### src/rtl/dsub_pkg.sv
package dsub_pkg;
    localparam int TAPS  = 4;
    localparam int DEPTH = 1 << TAPS;
    typedef enum logic {PH_FILT = 1'b0, PH_CORR = 1'b1} phase_e;
endpackage

### src/rtl/dsub_table.sv
module dsub_table #(
    parameter int TAPS    = 4,
    parameter int ENTRY_W = 10
) (
    input  logic               clk,
    input  logic               rst_n,
    input  logic               we,
    input  logic [TAPS-1:0]    waddr,
    input  logic [ENTRY_W-1:0] wdata,
    input  logic [TAPS-1:0]    raddr,
    output logic [ENTRY_W-1:0] rdata
);
    localparam int DEPTH = 1 << TAPS;

    typedef struct packed {
        logic [DEPTH-1:0][ENTRY_W-1:0] words;
    } tbl_s;

    tbl_s tbl_d, tbl_q;

    always_comb begin
        tbl_d = tbl_q;
        if (we) tbl_d.words[waddr] = wdata;
    end

    always_ff @(posedge clk) begin
        if (!rst_n) tbl_q <= '0;
        else        tbl_q <= tbl_d;
    end

    assign rdata = tbl_q.words[raddr];
endmodule

### src/rtl/dsub_accum.sv
module dsub_accum #(
    parameter int ENTRY_W = 10,
    parameter int SLICE_N = 8,
    parameter int ACC_W   = 18
) (
    input  logic               clk,
    input  logic               rst_n,
    input  logic               slice_vld,
    input  logic               slice_sign,
    input  logic [ENTRY_W-1:0] word,
    output logic               fire,
    output logic [ACC_W-1:0]   total
);
    localparam int CNT_W = (SLICE_N > 1) ? $clog2(SLICE_N) : 1;

    typedef struct packed {
        logic [ACC_W-1:0] acc;
        logic [CNT_W-1:0] pos;
    } acc_s;

    acc_s st_d, st_q;
    logic [ACC_W-1:0] word_ext;
    logic [ACC_W-1:0] term;
    logic [ACC_W-1:0] opnd;
    logic [ACC_W-1:0] sum;

    always_comb begin
        word_ext = {{(ACC_W-ENTRY_W){word[ENTRY_W-1]}}, word};
        term     = word_ext << st_q.pos;
        opnd     = term ^ {ACC_W{slice_sign}};
        sum      = st_q.acc + opnd + {{(ACC_W-1){1'b0}}, slice_sign};
        st_d     = st_q;
        if (slice_vld) begin
            if (slice_sign) begin
                st_d.acc = '0;
                st_d.pos = '0;
            end else begin
                st_d.acc = sum;
                st_d.pos = st_q.pos + 1'b1;
            end
        end
    end

    always_ff @(posedge clk) begin
        if (!rst_n) st_q <= '0;
        else        st_q <= st_d;
    end

    assign fire  = slice_vld & slice_sign;
    assign total = sum;
endmodule

### src/rtl/dsub_route.sv
module dsub_route #(
    parameter int ACC_W    = 18,
    parameter int MU_SHIFT = 3
) (
    input  logic             clk,
    input  logic             rst_n,
    input  logic             fire,
    input  logic             phase_corr,
    input  logic [ACC_W-1:0] total,
    output logic [ACC_W-1:0] filt_out,
    output logic             filt_valid,
    output logic [ACC_W-1:0] incr_out,
    output logic             incr_valid
);
    typedef struct packed {
        logic [ACC_W-1:0] filt;
        logic             filt_vld;
        logic [ACC_W-1:0] incr;
        logic             incr_vld;
    } out_s;

    out_s o_d, o_q;
    logic [ACC_W-1:0] scaled;

    always_comb begin
        scaled     = $signed(total) >>> MU_SHIFT;
        o_d        = o_q;
        o_d.filt_vld = 1'b0;
        o_d.incr_vld = 1'b0;
        if (fire) begin
            if (phase_corr == dsub_pkg::PH_CORR) begin
                o_d.incr     = scaled;
                o_d.incr_vld = 1'b1;
            end else begin
                o_d.filt     = total;
                o_d.filt_vld = 1'b1;
            end
        end
    end

    always_ff @(posedge clk) begin
        if (!rst_n) o_q <= '0;
        else        o_q <= o_d;
    end

    assign filt_out   = o_q.filt;
    assign filt_valid = o_q.filt_vld;
    assign incr_out   = o_q.incr;
    assign incr_valid = o_q.incr_vld;
endmodule

### src/rtl/da_subcell.sv
module da_subcell #(
    parameter int SAMPLE_W = 8,
    parameter int SLICE_N  = 8,
    parameter int MU_SHIFT = 3,
    parameter int ENTRY_W  = SAMPLE_W + 2,
    parameter int ACC_W    = ENTRY_W + SLICE_N
) (
    input  logic                     clk,
    input  logic                     rst_n,
    input  logic                     tbl_we,
    input  logic [dsub_pkg::TAPS-1:0] tbl_waddr,
    input  logic [ENTRY_W-1:0]       tbl_wdata,
    input  logic [dsub_pkg::TAPS-1:0] slice_addr,
    input  logic                     slice_vld,
    input  logic                     slice_sign,
    input  logic                     phase_corr,
    output logic [ACC_W-1:0]         filt_out,
    output logic                     filt_valid,
    output logic [ACC_W-1:0]         incr_out,
    output logic                     incr_valid
);
    logic [ENTRY_W-1:0] word;
    logic               fire;
    logic [ACC_W-1:0]   total;

    dsub_table #(.TAPS(dsub_pkg::TAPS), .ENTRY_W(ENTRY_W)) i_table (
        .clk(clk), .rst_n(rst_n), .we(tbl_we), .waddr(tbl_waddr),
        .wdata(tbl_wdata), .raddr(slice_addr), .rdata(word)
    );

    dsub_accum #(.ENTRY_W(ENTRY_W), .SLICE_N(SLICE_N), .ACC_W(ACC_W)) i_accum (
        .clk(clk), .rst_n(rst_n), .slice_vld(slice_vld), .slice_sign(slice_sign),
        .word(word), .fire(fire), .total(total)
    );

    dsub_route #(.ACC_W(ACC_W), .MU_SHIFT(MU_SHIFT)) i_route (
        .clk(clk), .rst_n(rst_n), .fire(fire), .phase_corr(phase_corr),
        .total(total), .filt_out(filt_out), .filt_valid(filt_valid),
        .incr_out(incr_out), .incr_valid(incr_valid)
    );
endmodule

### config.mk
export PLATFORM = sky130hd
export DESIGN_NAME = da_subcell
export DESIGN_NICKNAME = d
export VERILOG_FILES = /design/src/rtl/dsub_pkg.sv /design/src/rtl/dsub_table.sv /design/src/rtl/dsub_accum.sv /design/src/rtl/dsub_route.sv /design/src/rtl/da_subcell.sv
export SDC_FILE = /design/constraint.sdc
export NUM_CORES = 1
export LEC_CHECK = 0
export ABC_AREA = 1
export BUFFER_PORTS_ARGS = -buffer_cell sky130_fd_sc_hd__buf_2
export CORE_ASPECT_RATIO = 0.8
export CORE_MARGIN = 10
export CORE_UTILIZATION = 62
export CTS_CLUSTER_SIZE = 8
export DETAILED_ROUTE_END_ITERATION = 8
export PLACE_DENSITY = 0.88
export SKIP_CTS_REPAIR_TIMING = 1
export SLEW_MARGIN = 5
export SYNTH_ARGS = -nofsm -noshare
export SYNTH_HDL_FRONTEND = slang
export SYNTH_SLANG_ARGS = --single-unit
### constraint.sdc
create_clock -name clk -period 9.3 [get_ports clk]
set_input_delay 0.93 -clock clk [delete_from_list [all_inputs] [get_ports clk]]
set_output_delay 0.93 -clock clk [all_outputs]
set_load 0.02 [all_outputs]
==> qor.yml <==
hold_class: "flop to flop"
synthesis.area_sq_mm: 0.0106
grt_pass1_vias: 9713
arrival_ns: 6.00
yosys_warnings: 0
ctsLongestPathBuffers: 3
io_pins: 62
vias: 10560
ir_drop_v: 0.000144
p_per_area_mw_per_mm2: 202
core-area_sq_mm: 0.0167
tightestPinTransition_ns: 1.04
numCtsBuffers: 30
synth_compound_area_frac: 0.220
insertion_delay_ns: 0.54
fin_area_sq_mm: 0.0116
io_buffers: 61
grt_max_degree: 121
cp.required_ns: 9.76
finalMaxSlewViolations: 0
synthXorXnorAreaFrac: 0.0260
wl_mm: 31.0
setup_viol: 0
dieArea_sq_mm: 0.0228
ys_ff_latch: 216
synth_ff_type: "dfxtp_1"
cp_num_buf_inv: 4
grt_overflow_total: 0
clock.fmax_mhz: 180
drv_cap: 0
ant_nets: 0
viasPerCell: 6.07
grt_antenna_before_repair: 1
synth.avg_cell_area_sq_um: 7.01
startpoint_type: "input pin"
drive_gt1_frac: 0.0967
min_period_ns: 5.55
pwr-share-clk: 0.406
clk_pin_slew_ns: 0.06
yosys.area.top_type_share: 0.407
path_cells: "buf_2, buf_4, inv_2, buf_4, o21ai_0, o221ai_1, o211ai_1, nand2_1, nor2_1, a31oi_1, nand2_1, o21ai_1, o21ai_2, xor2_1, ha_1, nand2_1, o21ai_0, a21oi_1, o21ai_0, a21boi_0, o21ai_0, xor2_1, nand2_1, a21oi_1"
gp_congestion: 0.968
p_sw_frac: 0.290
switching_power_uw: 676
finalNetCount: 1565
dp_hpwl_mm: 20.2
cp_max_fo: 83
skew_ns: 0.0133
postPlaceCellArea_sq_mm: 0.0108
htree_levels: 1
rsz0062_at_grt: "false"
synth.mux.area_fraction: 0
cts_tree: "yes"
synthArstFlopShare: 0
cts_root_buf: "clkbuf_16"
numClockSinks: 216
yosysUniqueCellTypes: 50
crit_family: "compound AO/OA/AOI/OAI gates"
drc: 0
hp-start: "i_table.tbl_q[1]$_SDFFE_PN0P_"
die_h_um: 137
initial_core_util: 0.637
outcome: "finished, final reports clean"
p_leak_nw: 5.17
intPower_mw: 1.66
whs_ns: 0.453
synth_top_family_by_area: "simple AND/OR/NAND/NOR gates"
critPathKind: "input pin to flop"
synth_most_common_cell: "nor2_1"
cp-startpoint: "slice_addr[0]"
syn_inst: 1514
num_rows: 42
grt_first_pass_wirelength_mm: 49.7
synthTopCellsByArea: "dfxtp_1 41%, nor2_1 14%, o21ai_0 12%, nand2_1 4.5%, inv_1 3.4%"
slew_headroom: 0.304
seqPwrFrac: 0.420
ys_top_cells_by_count: "407 x nor2_1, 245 x o21ai_0, 216 x dfxtp_1, 127 x nand2_1, 96 x inv_1"
tns_ns: 0
r2r_start: "i_table.tbl_q[53]$_SDFFE_PN0P_"
yosys.area.top_type: "dfxtp_1"
pwr-share-comb: 0.174
wl_per_cell_um: 17.8
fp.dieW_um: 166
drtIter0Drc: 1596
slowest_stage: "inv_2"
post-route-period-util: 0.596
synthAdderAreaFrac: 0.0243
drtPass1Iterations: 6
hold_viol_final: 0
seq_area_frac_synth: 0.407
grt_usage: 0.259
cp-end-kind: "flop"
cpPeakStageDelay_ns: 0.66
syn-num-nets: 1558
synth_simple_gate_area_share: 0.238
area_delta_synth_final_pct: 9.00
synth_enable_flop_cells: 0
p_total_mw: 2.33
[area by class of cell]
cell class,count,area (sq um)
Tap cell,220,275
Inverter,107,402
Clock buffer,31,776
Antenna cell,1,2.50
Multi-Input combinational cell,1093,5400
Fill cell,1348,5080
Timing Repair Buffer,73,398
Sequential cell,216,4320
[layer usage]
layer  wire length, um  vias to the layer above  GRT usage
li1                  -                     4974          -
met5                 0                        -          0
met2             13400                      661      0.397
met4              1200                        0      0.114
met1             13200                     4812      0.352
met3              3230                      113     0.0436
[cells in the final DEF, fill, tap and decap left out, types with 19 or more instances in the layout]
cell / instances
nand2_1: 127
o21ai_1: 45
clkbuf_16: 31
dfxtp_1: 216
o221ai_1: 25
buf_2: 60
ha_1: 19
nor2_1: 407
xor2_1: 25
a21oi_1: 65
nand3_1: 42
o21ai_0: 245
inv_1: 96
[worst paths after layout]
path                            slack [ns]  depth (start not counted)                       endpoint
worst max-delay path                  3.75                         24  i_accum.st_q[17]$_SDFFE_PN0P_
worst min register to register        0.45                          2  i_table.tbl_q[1]$_SDFFE_PN0P_
worst min-delay path                  0.45                          2  i_table.tbl_q[1]$_SDFFE_PN0P_
worst max register to register        5.39                         18  i_accum.st_q[17]$_SDFFE_PN0P_
[cell families after synthesis]
family	Yosys count
AO/OA/AOI/OAI	424
XOR/XNOR	29
adder cells (fa/ha/maj)	20
buffers and inverters	205
flip-flops	216
AND/OR/NAND/NOR	620
[worst register-to-register path: stages (launching register included)]
cell and delay [ns]:
dfxtp_1 0.33, o21ai_0 0.09, o221ai_1 0.31, o211ai_1 0.25, a31oi_1 0.30, nand2_1 0.10
o21ai_1 0.16, o21ai_2 0.09, xor2_1 0.16, ha_1 0.39, nand2_1 0.11, o21ai_0 0.19
a21oi_1 0.10, o21ai_0 0.26, a21boi_0 0.18, o21ai_0 0.22, xor2_1 0.38, nand2_1 0.09
a21oi_1 0.14
[flip-flops by register name, summed over array words and instances (netlist names)]
signal              cells
i_route.incr_out       15
i_route.filt_out       18
i_route.filt_valid      1
i_accum.st_q           21
i_route.incr_valid      1
i_table.tbl_q         160
[metrics by stage]
step | utilization | std cells | setup slack (ns)
final | 0.695 | 1741 | 3.75
after global routing | 0.695 | 1741 | 3.35
after CTS | 0.695 | 1740 | 3.93
after detailed placement | 0.648 | 1709 | 3.47
after global placement | 0.648 | 1709 | 3.64
after floorplan | - | 1514 | 5.14
[power by group through the flow]
stage                     clock network [mW]  registers (mW)  logic [mW]
after global placement                     0           0.996       0.373
after detailed placement                   0           0.997       0.387
after floorplan                            0            1.00       0.279
after CTS                              0.948           0.979       0.392
after global routing                   0.990           0.982       0.439
final                                  0.948           0.980       0.405
(Power assumes the default switching activity.)
